## config.mk

```make
export PLATFORM = sky130hd
export DESIGN_NAME = bank_limit_mon
export DESIGN_NICKNAME = d
export VERILOG_FILES = /design/src/rtl/blm_pkg.sv /design/src/rtl/blm_chan.sv /design/src/rtl/blm_events.sv /design/src/rtl/bank_limit_mon.sv
export SDC_FILE = /design/constraint.sdc
export NUM_CORES = 1
export LEC_CHECK = 0
export BUFFER_PORTS_ARGS = -buffer_cell sky130_fd_sc_hd__buf_2
export CORE_ASPECT_RATIO = 0.7
export CORE_MARGIN = 2
export CORE_UTILIZATION = 40
export CTS_CLUSTER_DIAMETER = 50
export DETAILED_ROUTE_END_ITERATION = 10
export SLEW_MARGIN = 20
export SYNTH_ARGS = -nofsm -noshare
export SYNTH_HDL_FRONTEND = slang
export SYNTH_HIERARCHICAL = 1
export SYNTH_SLANG_ARGS = --single-unit
```

## constraint.sdc

```tcl
create_clock -name clk -period 6.47 [get_ports clk]
set_clock_uncertainty 0.1 [all_clocks]
set_input_delay 0.647 -clock clk [delete_from_list [all_inputs] [get_ports clk]]
set_output_delay 0.647 -clock clk [all_outputs]
set_load 0.02 [all_outputs]
```

## src/rtl/blm_pkg.sv

```systemverilog
package blm_pkg;
  // Register offsets of the monitor's byte-wide register window.
  localparam int OFS_STAT_LO = 'h00;
  localparam int OFS_STAT_HI = 'h01;
  localparam int OFS_SMI_LO  = 'h02;
  localparam int OFS_SMI_HI  = 'h03;
  localparam int OFS_IRQ_LO  = 'h04;
  localparam int OFS_IRQ_HI  = 'h05;
  localparam int OFS_CRIT_LO = 'h06;
  localparam int OFS_CRIT_HI = 'h07;
  localparam int OFS_GCFG    = 'h08;
  localparam int OFS_BANK    = 'h09;
  localparam int OFS_CCFG    = 'h0A;
  localparam int OFS_RDG     = 'h0B;
  localparam int OFS_HI      = 'h0C;
  localparam int OFS_LO      = 'h0D;
  localparam int OFS_OT      = 'h0E;
  // Event registers are two bytes wide.
  localparam int MAX_CH      = 16;
endpackage

```

## src/rtl/blm_chan.sv

```systemverilog
module blm_chan #(
  parameter int DW         = 8,
  parameter bit SIGNED_CMP = 1'b1
) (
  input  logic          clk,
  input  logic          rst_n,
  input  logic          cfg_we,
  input  logic          hi_we,
  input  logic          lo_we,
  input  logic          ot_we,
  input  logic [DW-1:0] wdata,
  input  logic          take,
  input  logic [DW-1:0] sample,
  output logic          en_o,
  output logic [DW-1:0] rdg_o,
  output logic [DW-1:0] hi_o,
  output logic [DW-1:0] lo_o,
  output logic [DW-1:0] ot_o,
  output logic          range_hit_o,
  output logic          crit_hit_o
);
  localparam logic [DW-1:0] LIM_MAX = SIGNED_CMP ? {1'b0, {(DW-1){1'b1}}} : {DW{1'b1}};
  localparam logic [DW-1:0] LIM_MIN = SIGNED_CMP ? {1'b1, {(DW-1){1'b0}}} : {DW{1'b0}};

  logic          en_q;
  logic [DW-1:0] rdg_q, hi_q, lo_q, ot_q;
  logic          en_d;
  logic [DW-1:0] rdg_d, hi_d, lo_d, ot_d;
  logic          above_hi, below_lo, above_ot;

  always_comb begin
    en_d  = wdata[0];
    rdg_d = sample;
    hi_d  = wdata;
    lo_d  = wdata;
    ot_d  = wdata;
  end

  always_ff @(posedge clk or negedge rst_n) begin
    if (!rst_n) begin
      en_q  <= 1'b0;
      rdg_q <= '0;
      hi_q  <= LIM_MAX;
      lo_q  <= LIM_MIN;
      ot_q  <= LIM_MAX;
    end else begin
      if (cfg_we) en_q  <= en_d;
      if (take)   rdg_q <= rdg_d;
      if (hi_we)  hi_q  <= hi_d;
      if (lo_we)  lo_q  <= lo_d;
      if (ot_we)  ot_q  <= ot_d;
    end
  end

  generate
    if (SIGNED_CMP) begin : g_signed
      always_comb begin
        above_hi = $signed(sample) > $signed(hi_q);
        below_lo = $signed(sample) < $signed(lo_q);
        above_ot = $signed(sample) > $signed(ot_q);
      end
    end else begin : g_unsigned
      always_comb begin
        above_hi = sample > hi_q;
        below_lo = sample < lo_q;
        above_ot = sample > ot_q;
      end
    end
  endgenerate

  assign range_hit_o = take & (above_hi | below_lo);
  assign crit_hit_o  = take & above_ot;
  assign en_o  = en_q;
  assign rdg_o = rdg_q;
  assign hi_o  = hi_q;
  assign lo_o  = lo_q;
  assign ot_o  = ot_q;

  // a disabled channel keeps its reading
  assert_disabled_holds_R3: assert property (@(posedge clk) disable iff (!rst_n)
    !en_q |=> $stable(rdg_q));
endmodule

```

## src/rtl/blm_events.sv

```systemverilog
module blm_events #(
  parameter int NCH = 3,
  parameter int DW  = 8
) (
  input  logic           clk,
  input  logic           rst_n,
  input  logic [NCH-1:0] set_rng,
  input  logic [NCH-1:0] set_crit,
  input  logic [1:0]     wr_stat,
  input  logic [1:0]     wr_crit,
  input  logic [1:0]     wr_smi,
  input  logic [1:0]     wr_irq,
  input  logic [DW-1:0]  wdata,
  output logic [15:0]    stat_pad_o,
  output logic [15:0]    crit_pad_o,
  output logic [15:0]    smi_pad_o,
  output logic [15:0]    irq_pad_o,
  output logic           smi_o,
  output logic           irq_o,
  output logic           crit_o
);
  logic [NCH-1:0] stat_q, crit_q, smim_q, irqm_q;
  logic [NCH-1:0] stat_d, crit_d, smim_d, irqm_d;
  logic           stat_en, crit_en, smim_en, irqm_en;

  always_comb begin
    for (int i = 0; i < NCH; i++) begin
      stat_d[i] = set_rng[i]  | (stat_q[i] & ~(wr_stat[i/8] & wdata[i%8]));
      crit_d[i] = set_crit[i] | (crit_q[i] & ~(wr_crit[i/8] & wdata[i%8]));
      smim_d[i] = wr_smi[i/8] ? wdata[i%8] : smim_q[i];
      irqm_d[i] = wr_irq[i/8] ? wdata[i%8] : irqm_q[i];
    end
    stat_en = (|set_rng)  | (|wr_stat);
    crit_en = (|set_crit) | (|wr_crit);
    smim_en = |wr_smi;
    irqm_en = |wr_irq;
  end

  always_ff @(posedge clk or negedge rst_n) begin
    if (!rst_n) begin
      stat_q <= '0;
      crit_q <= '0;
      smim_q <= '0;
      irqm_q <= '0;
    end else begin
      if (stat_en) stat_q <= stat_d;
      if (crit_en) crit_q <= crit_d;
      if (smim_en) smim_q <= smim_d;
      if (irqm_en) irqm_q <= irqm_d;
    end
  end

  always_comb begin
    stat_pad_o = '0;
    crit_pad_o = '0;
    smi_pad_o  = '0;
    irq_pad_o  = '0;
    stat_pad_o[NCH-1:0] = stat_q;
    crit_pad_o[NCH-1:0] = crit_q;
    smi_pad_o[NCH-1:0]  = smim_q;
    irq_pad_o[NCH-1:0]  = irqm_q;
  end

  assign smi_o  = |(stat_q & smim_q);
  assign irq_o  = |(stat_q & irqm_q);
  assign crit_o = |crit_q;

  // a status bit only rises after a range hit on its channel
  assert_set_cause_R5: assert property (@(posedge clk) disable iff (!rst_n)
    (stat_q & ~$past(stat_q) & ~$past(set_rng)) == '0);
  // write-one clears the low status byte when no event competes
  assert_w1c_R7: assert property (@(posedge clk) disable iff (!rst_n)
    (wr_stat[0] && set_rng == '0) |=> ((stat_pad_o[7:0] & $past(wdata)) == 8'h00));
  // with an empty mask the request stays low
  assert_smi_gate_R8: assert property (@(posedge clk) disable iff (!rst_n)
    (smim_q == '0) |-> !smi_o);
  assert_irq_gate_R8: assert property (@(posedge clk) disable iff (!rst_n)
    (irqm_q == '0) |-> !irq_o);
  // the alert only rises after a critical hit
  assert_crit_cause_R9: assert property (@(posedge clk) disable iff (!rst_n)
    $rose(crit_o) |-> $past(|set_crit));
endmodule

```

## src/rtl/bank_limit_mon.sv

```systemverilog
module bank_limit_mon
  import blm_pkg::*;
#(
  parameter int NCH        = 3,
  parameter int DW         = 8,
  parameter int AW         = 4,
  parameter bit SIGNED_CMP = 1'b1,
  localparam int CW        = (NCH > 1) ? $clog2(NCH) : 1
) (
  input  logic          clk,
  input  logic          rst_n,
  input  logic [AW-1:0] bus_addr,
  input  logic          bus_we,
  input  logic [DW-1:0] bus_wdata,
  output logic [DW-1:0] bus_rdata,
  input  logic          smp_valid,
  input  logic [CW-1:0] smp_chan,
  input  logic [DW-1:0] smp_value,
  output logic          smi_o,
  output logic          irq_o,
  output logic          crit_o
);
  logic          gen_q, gen_d, gen_en;
  logic [DW-1:0] bank_q, bank_d;
  logic          bank_en;
  logic          bank_ok;
  logic [CW-1:0] bank_idx;

  logic [NCH-1:0] ch_en, take, rng_hit, crit_hit;
  logic [NCH-1:0] cfg_we, hi_we, lo_we, ot_we;
  logic [DW-1:0]  rdg_a [NCH];
  logic [DW-1:0]  hi_a  [NCH];
  logic [DW-1:0]  lo_a  [NCH];
  logic [DW-1:0]  ot_a  [NCH];

  logic [1:0]  wr_stat, wr_crit, wr_smi, wr_irq;
  logic [15:0] stat_pad, crit_pad, smi_pad, irq_pad;

  function automatic logic hit(input logic [AW-1:0] a, input int ofs);
    return a == AW'(ofs);
  endfunction

  // Global configuration and bank select
  always_comb begin
    gen_en  = bus_we & hit(bus_addr, OFS_GCFG);
    gen_d   = bus_wdata[0];
    bank_en = bus_we & hit(bus_addr, OFS_BANK);
    bank_d  = bus_wdata;
  end

  always_ff @(posedge clk or negedge rst_n) begin
    if (!rst_n) begin
      gen_q  <= 1'b0;
      bank_q <= '0;
    end else begin
      if (gen_en)  gen_q  <= gen_d;
      if (bank_en) bank_q <= bank_d;
    end
  end

  assign bank_ok  = bank_q < DW'(NCH);
  assign bank_idx = bank_q[CW-1:0];

  // Byte strobes for the two-byte event registers
  always_comb begin
    wr_stat = {bus_we & hit(bus_addr, OFS_STAT_HI), bus_we & hit(bus_addr, OFS_STAT_LO)};
    wr_crit = {bus_we & hit(bus_addr, OFS_CRIT_HI), bus_we & hit(bus_addr, OFS_CRIT_LO)};
    wr_smi  = {bus_we & hit(bus_addr, OFS_SMI_HI),  bus_we & hit(bus_addr, OFS_SMI_LO)};
    wr_irq  = {bus_we & hit(bus_addr, OFS_IRQ_HI),  bus_we & hit(bus_addr, OFS_IRQ_LO)};
  end

  // Channel slices
  generate
    for (genvar c = 0; c < NCH; c++) begin : g_ch
      logic sel;
      assign sel       = bank_ok & (bank_idx == CW'(c));
      assign cfg_we[c] = bus_we & sel & hit(bus_addr, OFS_CCFG);
      assign hi_we[c]  = bus_we & sel & hit(bus_addr, OFS_HI);
      assign lo_we[c]  = bus_we & sel & hit(bus_addr, OFS_LO);
      assign ot_we[c]  = bus_we & sel & hit(bus_addr, OFS_OT);
      assign take[c]   = smp_valid & gen_q & ch_en[c] & (smp_chan == CW'(c));

      blm_chan #(.DW(DW), .SIGNED_CMP(SIGNED_CMP)) u_chan (
        .clk         (clk),
        .rst_n       (rst_n),
        .cfg_we      (cfg_we[c]),
        .hi_we       (hi_we[c]),
        .lo_we       (lo_we[c]),
        .ot_we       (ot_we[c]),
        .wdata       (bus_wdata),
        .take        (take[c]),
        .sample      (smp_value),
        .en_o        (ch_en[c]),
        .rdg_o       (rdg_a[c]),
        .hi_o        (hi_a[c]),
        .lo_o        (lo_a[c]),
        .ot_o        (ot_a[c]),
        .range_hit_o (rng_hit[c]),
        .crit_hit_o  (crit_hit[c])
      );
    end
  endgenerate

  blm_events #(.NCH(NCH), .DW(DW)) u_events (
    .clk        (clk),
    .rst_n      (rst_n),
    .set_rng    (rng_hit),
    .set_crit   (crit_hit),
    .wr_stat    (wr_stat),
    .wr_crit    (wr_crit),
    .wr_smi     (wr_smi),
    .wr_irq     (wr_irq),
    .wdata      (bus_wdata),
    .stat_pad_o (stat_pad),
    .crit_pad_o (crit_pad),
    .smi_pad_o  (smi_pad),
    .irq_pad_o  (irq_pad),
    .smi_o      (smi_o),
    .irq_o      (irq_o),
    .crit_o     (crit_o)
  );

  // Read multiplexer
  always_comb begin
    bus_rdata = '0;
    case (int'(bus_addr))
      OFS_STAT_LO: bus_rdata = stat_pad[7:0];
      OFS_STAT_HI: bus_rdata = stat_pad[15:8];
      OFS_SMI_LO:  bus_rdata = smi_pad[7:0];
      OFS_SMI_HI:  bus_rdata = smi_pad[15:8];
      OFS_IRQ_LO:  bus_rdata = irq_pad[7:0];
      OFS_IRQ_HI:  bus_rdata = irq_pad[15:8];
      OFS_CRIT_LO: bus_rdata = crit_pad[7:0];
      OFS_CRIT_HI: bus_rdata = crit_pad[15:8];
      OFS_GCFG:    bus_rdata = {{(DW-1){1'b0}}, gen_q};
      OFS_BANK:    bus_rdata = bank_q;
      OFS_CCFG:    if (bank_ok) bus_rdata = {{(DW-1){1'b0}}, ch_en[bank_idx]};
      OFS_RDG:     if (bank_ok) bus_rdata = rdg_a[bank_idx];
      OFS_HI:      if (bank_ok) bus_rdata = hi_a[bank_idx];
      OFS_LO:      if (bank_ok) bus_rdata = lo_a[bank_idx];
      OFS_OT:      if (bank_ok) bus_rdata = ot_a[bank_idx];
      default:     bus_rdata = '0;
    endcase
  end

  // an out-of-range bank exposes nothing
  assert_oob_read_R2: assert property (@(posedge clk) disable iff (!rst_n)
    (!bank_ok && int'(bus_addr) >= OFS_CCFG && int'(bus_addr) <= OFS_OT) |-> bus_rdata == '0);
  // at most one channel accepts a sample per cycle
  assert_one_take_R3: assert property (@(posedge clk) disable iff (!rst_n)
    $onehot0(take));
endmodule

```

==> results of run 1 <==
worst paths after layout:
check	from	slack [ps]	end	cells after the start
setup / recovery	bank_q[1]	2740	bus_rdata[1]	7
hold / removal	rst_n	190	g_ch[1].u_chan/rdg_o[4]	1
setup reg to reg	bank_q[1]	3110	g_ch[1].u_chan/lo_o[0]	5
hold reg to reg	g_ch[0].u_chan/rdg_o[0]	400	g_ch[0].u_chan/rdg_o[0]	1
max in group asynchronous	rst_n	4750	g_ch[0].u_chan/lo_o[1]	2
min in group clk	g_ch[0].u_chan/rdg_o[0]	400	g_ch[0].u_chan/rdg_o[0]	1
sequential cells by signal, summed over array words and instances, names as in the netlist:
name / count
bank_q: 8
gen_q: 1
u_events/smim_q: 3
u_events/irqm_q: 3
g_ch.u_chan/lo_o: 24
u_events/stat_q: 3
u_events/crit_q: 3
g_ch.u_chan/en_o: 3
g_ch.u_chan/rdg_o: 24
g_ch.u_chan/hi_o: 24
g_ch.u_chan/ot_o: 24
power by group through the flow:
stage / Sequential (mW) / Clock (mW) / Combinational, mW
finish: 0.973 / 1.11 / 0.665
CTS: 0.969 / 1.12 / 0.656
detailed placement: 0.980 / 0 / 0.648
global route: 0.985 / 1.16 / 0.734
floorplan: 0.946 / 0 / 0.499
global placement: 0.978 / 0 / 0.645
metrics by stage:
step / util / power [mW]
global route: 0.450 / 2.88
global placement: 0.417 / 1.62
floorplan: - / 1.44
detailed placement: 0.417 / 1.63
CTS: 0.450 / 2.74
finish: 0.450 / 2.75
worst reg2reg max path, delay by kind of cell (launching register included):
kind                   cells  cell delay [ps]
buffers and inverters      1              340
AND/OR/NAND/NOR            3             1910
multiplexers               1              410
flip-flops                 1              490
per-layer routing:
metal  routed length (µm)  global-route usage  part of all wire  vias up
li1                     -                   -                 -     3155
met1                13000               0.370              0.51     3231
met2                 9730               0.303              0.39      239
met3                 2170              0.0713             0.086       21
met4                  326              0.0540             0.013        0
met5                    0                   0                 0        -
area by class of cell:
cell class / instances / area (µm²) / area share
clock buffer: 18 / 439 / 0.0468
sequential: 120 / 3060 / 0.326
timing repair buffer: 44 / 243 / 0.0258
tap: 276 / 345 / 0.0368
clock inverter: 14 / 243 / 0.0258
inverter: 75 / 282 / 0.0300
multi-input combinational: 655 / 4780 / 0.509
==> flow_summary.yaml, run 1 <==
power_and_ir_drop:
  p_seq_frac: 0.354
  leakagePower_nw: 4.58
  cellInternalPower_mw: 1.88
  cellPowerDensity_nw_per_um2: 293
  max-vdd-ir-drop_uv: 199
  switchingPower_uw: 865
  clkPwrFrac: 0.404
  combPwrFrac: 0.242
  p_sw_frac: 0.315
timing:
  timing.slew.headroom: 0.291
  final_max_slew_viol_count: 0
  hold_viol: 0
  period_minus_slack_ps: 3730
  setup_violations: 0
  rsz0062_at_grt: "no"
  fin_hold_ws_ps: 195
  period_share: 0.577
  setup_tns_ps: 0
  clock.fmax_mhz: 268
  tightest_slew_ps: 1060
  fin_ws_ps: 2740
placement:
  dp.cells: 1170
  io_buffer_count: 36
  dp_hpwl_um: 17900
  pre_cts_slack_ps: 3090
  dpl_cell_area_um2: 8700
  routabilityCongestion: 0.924
die:
  die-area_um2: 22600
  dieHeight_um: 126
  coreArea_um2: 20900
  pin_count: 37
  die_w_um: 179
  placementRows: 44
  initial_utilization: 0.410
synthesis:
  synth_cells: 890
  syn_avg_cell_area_um2: 9.62
  syn-cell-area_um2: 8560
  yosys_warnings: 6
layout:
  antenna_cells: 0
  finalInstanceArea_um2: 9390
  layout_commonest_cell: "nand2_1"
  fillCellCount: 1994
  syn2layout_area_growth_pct: 9.74
  drive_gt1_frac: 0.199
  nets: 1008
  stdcell_count: 1202
  layout_common_cells: "nand2_1, o21ai_0, inv_1"
worst_setup_path:
  cp_slowest_cell: "buf_4"
  cpPeakStageDelay_ps: 550
  cp-end-kind: "output pin"
  arrival_ps: 2980
  cp_max_fo: 37
  crit_required_ps: 5720
  path_cells: "buf_4, nor2b_4, o2bb2ai_1, a22o_1, a221oi_1, o21ai_1, buf_2"
  path_buf_inv: 2
  timing_worst_setup_path_type: "reg -> out"
  start_kind: "flip-flop"
  cp_top_family: "compound AO/OA/AOI/OAI gates"
cts:
  clock_sinks: 120
  clockBufferDepth: 2
  cts_root_buffer: "clkbuf_16"
  worstSkewPairLatency_ps: 420
  postCtsHoldBufs: 0
  cts-resized-gates: 0
  cts_tree: "built"
  htree_levels: 4
  cts.reportedPaths.clkPinSlew_ps: 60
  cts_buffers: 17
  postCtsSetupBuffers: 0
routing:
  routed_wl_um: 25200
  vias: 6646
  first_pass_iters: 5
  drtIter0Drc: 783
  drc: 0
  wl_per_cell_um: 21.0
  via_per_inst: 5.53
  ant_nets: 0
global_routing:
  grt_max_degree: 63
  grt_first_pass_wirelength_um: 39100
  track_usage: 0.234
  grt_antenna_before_repair: 1
  grt_pass1_vias: 6420
  overflow: 0
job:
  maxCapViolCount: 0
outcome:
  status: "completed"
min_path:
  holdCritPathClass: "in -> async"
Note: power is estimated with default switching activity, not from simulation.
==> inputs of run 2 (changes only) <==
==> constraint.sdc (replaced) <==
create_clock -name clk -period 3.85 [get_ports clk]
set_clock_uncertainty 0.1 [all_clocks]
set_input_delay 0.385 -clock clk [delete_from_list [all_inputs] [get_ports clk]]
set_output_delay 0.385 -clock clk [all_outputs]
set_load 0.02 [all_outputs]
==> flow_summary.yaml, run 2 (same netlist as run 1, synthesis figures left out) <==
outcome:
  status: "completed"
timing:
  final_max_slew_viol_count: 0
  rsz0062_at_grt: "no"
  setup_violations: 0
  tightest_slew_ps: 1040
  period_minus_slack_ps: 3360
  setup_tns_ps: 0
  fin_ws_ps: 489
  hold_viol: 0
  timing.slew.headroom: 0.302
  period_share: 0.873
  clock.fmax_mhz: 298
worst_setup_path:
  timing_worst_setup_path_type: "reg -> out"
  cp_max_fo: 27
  path_cells: "buf_4, mux2i_1, o22ai_1, a22o_1, a221oi_2, o221ai_1, buf_2"
  arrival_ps: 2880
  cp_top_family: "flip-flops"
  reg2reg_depth: 5
  r2r_slack_ps: 1040
  cp-end-kind: "output pin"
  start_kind: "flip-flop"
  cp-endpoint: "bus_rdata[4]"
  r2r-end: "g_ch[1].u_chan/hi_o[0]"
  cp_slowest_cell: "dfrtp_2"
  reg2reg_from: "bank_q[1]"
  crit_path_start: "bank_q[1]"
  crit_required_ps: 3370
  cp.depth: 7
  cpPeakStageDelay_ps: 870
  path_buf_inv: 2
cts:
  postCtsHoldBufs: 0
  cts_tree: "built"
  worstSkewPairLatency_ps: 430
  clockBufferDepth: 2
  cts.reportedPaths.clkPinSlew_ps: 50
  cts_root_buffer: "clkbuf_16"
  htree_levels: 4
  postCtsSetupBuffers: 0
  clock_sinks: 120
  cts_buffers: 17
  cts-resized-gates: 0
global_routing:
  track_usage: 0.237
  overflow: 0
  grt_first_pass_wirelength_um: 39300
  grt_pass1_vias: 6424
  grt_antenna_before_repair: 1
  grt_max_degree: 79
layout:
  antenna_cells: 0
  layout_common_cells: "nand2_1, o21ai_0, inv_1"
  nets: 1022
  syn2layout_area_growth_pct: 9.56
  drive_gt1_frac: 0.204
  layout_commonest_cell: "nand2_1"
power_and_ir_drop:
  cellPowerDensity_nw_per_um2: 454
  combPwrFrac: 0.255
  leakagePower_nw: 4.59
  clkPwrFrac: 0.351
  p_seq_frac: 0.393
  switchingPower_mw: 1.42
  p_sw_frac: 0.334
  cellInternalPower_mw: 2.84
  max-vdd-ir-drop_uv: 326
  total_power_mw: 4.26
min_path:
  hp-start: "bus_wdata[3]"
  hold_depth: 3
  holdCritPathClass: "in -> reg"
die:
  die-area_um2: 22600
  dieHeight_um: 126
  initial_utilization: 0.410
  pin_count: 37
  coreArea_um2: 20900
  placementRows: 44
  die_w_um: 179
placement:
  io_buffer_count: 36
  pre_cts_slack_ps: 921
  routabilityCongestion: 0.896
  dp_hpwl_um: 18800
routing:
  drtIter0Drc: 717
  routed_wl_um: 25600
  first_pass_iters: 5
  ant_nets: 0
  vias: 6738
  drc: 0
  wl_per_cell_um: 21.1
  via_per_inst: 5.54
job:
  maxCapViolCount: 0
## run 2: how the worst min path moves through the flow
| stage | slack [ps] | to |
|---|---|---|
| 4_1_cts | 70 | g_ch[0].u_chan/ot_o[7] |
| 5_1_grt | 220 | g_ch[1].u_chan/hi_o[3] |
| 6_report | 220 | g_ch[0].u_chan/hi_o[3] |
| 3_5_place_dp | 400 | g_ch[0].u_chan/rdg_o[6] |
| 3_3_place_gp | 390 | g_ch[1].u_chan/rdg_o[1] |
| 2_1_floorplan | -10 | bank_q[0] |
## run 2: cell type report
cell class	instances	area, µm²
Clock buffer	25	505
Clock inverter	7	42.5
Fill cell	1989	11500
Inverter	75	282
Multi-Input combinational cell	655	4770
Sequential cell	120	3060
Tap cell	276	345
Timing Repair Buffer	58	367
## run 2: power by group through the flow
stage | combinational, mW | sequential [mW] | clock (mW)
3_5_place_dp | 1.07 | 1.69 | 0
5_1_grt | 1.21 | 1.70 | 1.57
6_report | 1.09 | 1.67 | 1.50
2_1_floorplan | 0.838 | 1.59 | 0
4_1_cts | 1.07 | 1.67 | 1.51
3_3_place_gp | 1.05 | 1.69 | 0
## run 2: layer usage
metal / track usage / vias up / wire length (µm)
met4: 0.0473 / 2 / 210
met5: 0 / - / 11
met2: 0.305 / 226 / 9700
met1: 0.376 / 3309 / 13400
li1: - / 3180 / -
met3: 0.0761 / 21 / 2320
## run 2: metrics by stage
| stage | hold WS (ps) | area [µm²] | utilization | instances |
|---|---|---|---|---|
| detailed placement | 395 | 8810 | 0.422 | 1183 |
| CTS | 71.3 | 9360 | 0.449 | 1215 |
| global placement | 391 | 8810 | 0.422 | 1183 |
| global route | 221 | 9380 | 0.449 | 1216 |
| floorplan | -10.6 | 8750 | - | 941 |
| finish | 220 | 9380 | 0.449 | 1216 |
## run 2: worst min-delay path: cells and delay by family
| kind | cells | cell delay (ps) |
|---|---|---|
| buffers and inverters | 1 | 200 |
| AO/OA/AOI/OAI | 1 | 70 |
| AND/OR/NAND/NOR | 1 | 80 |
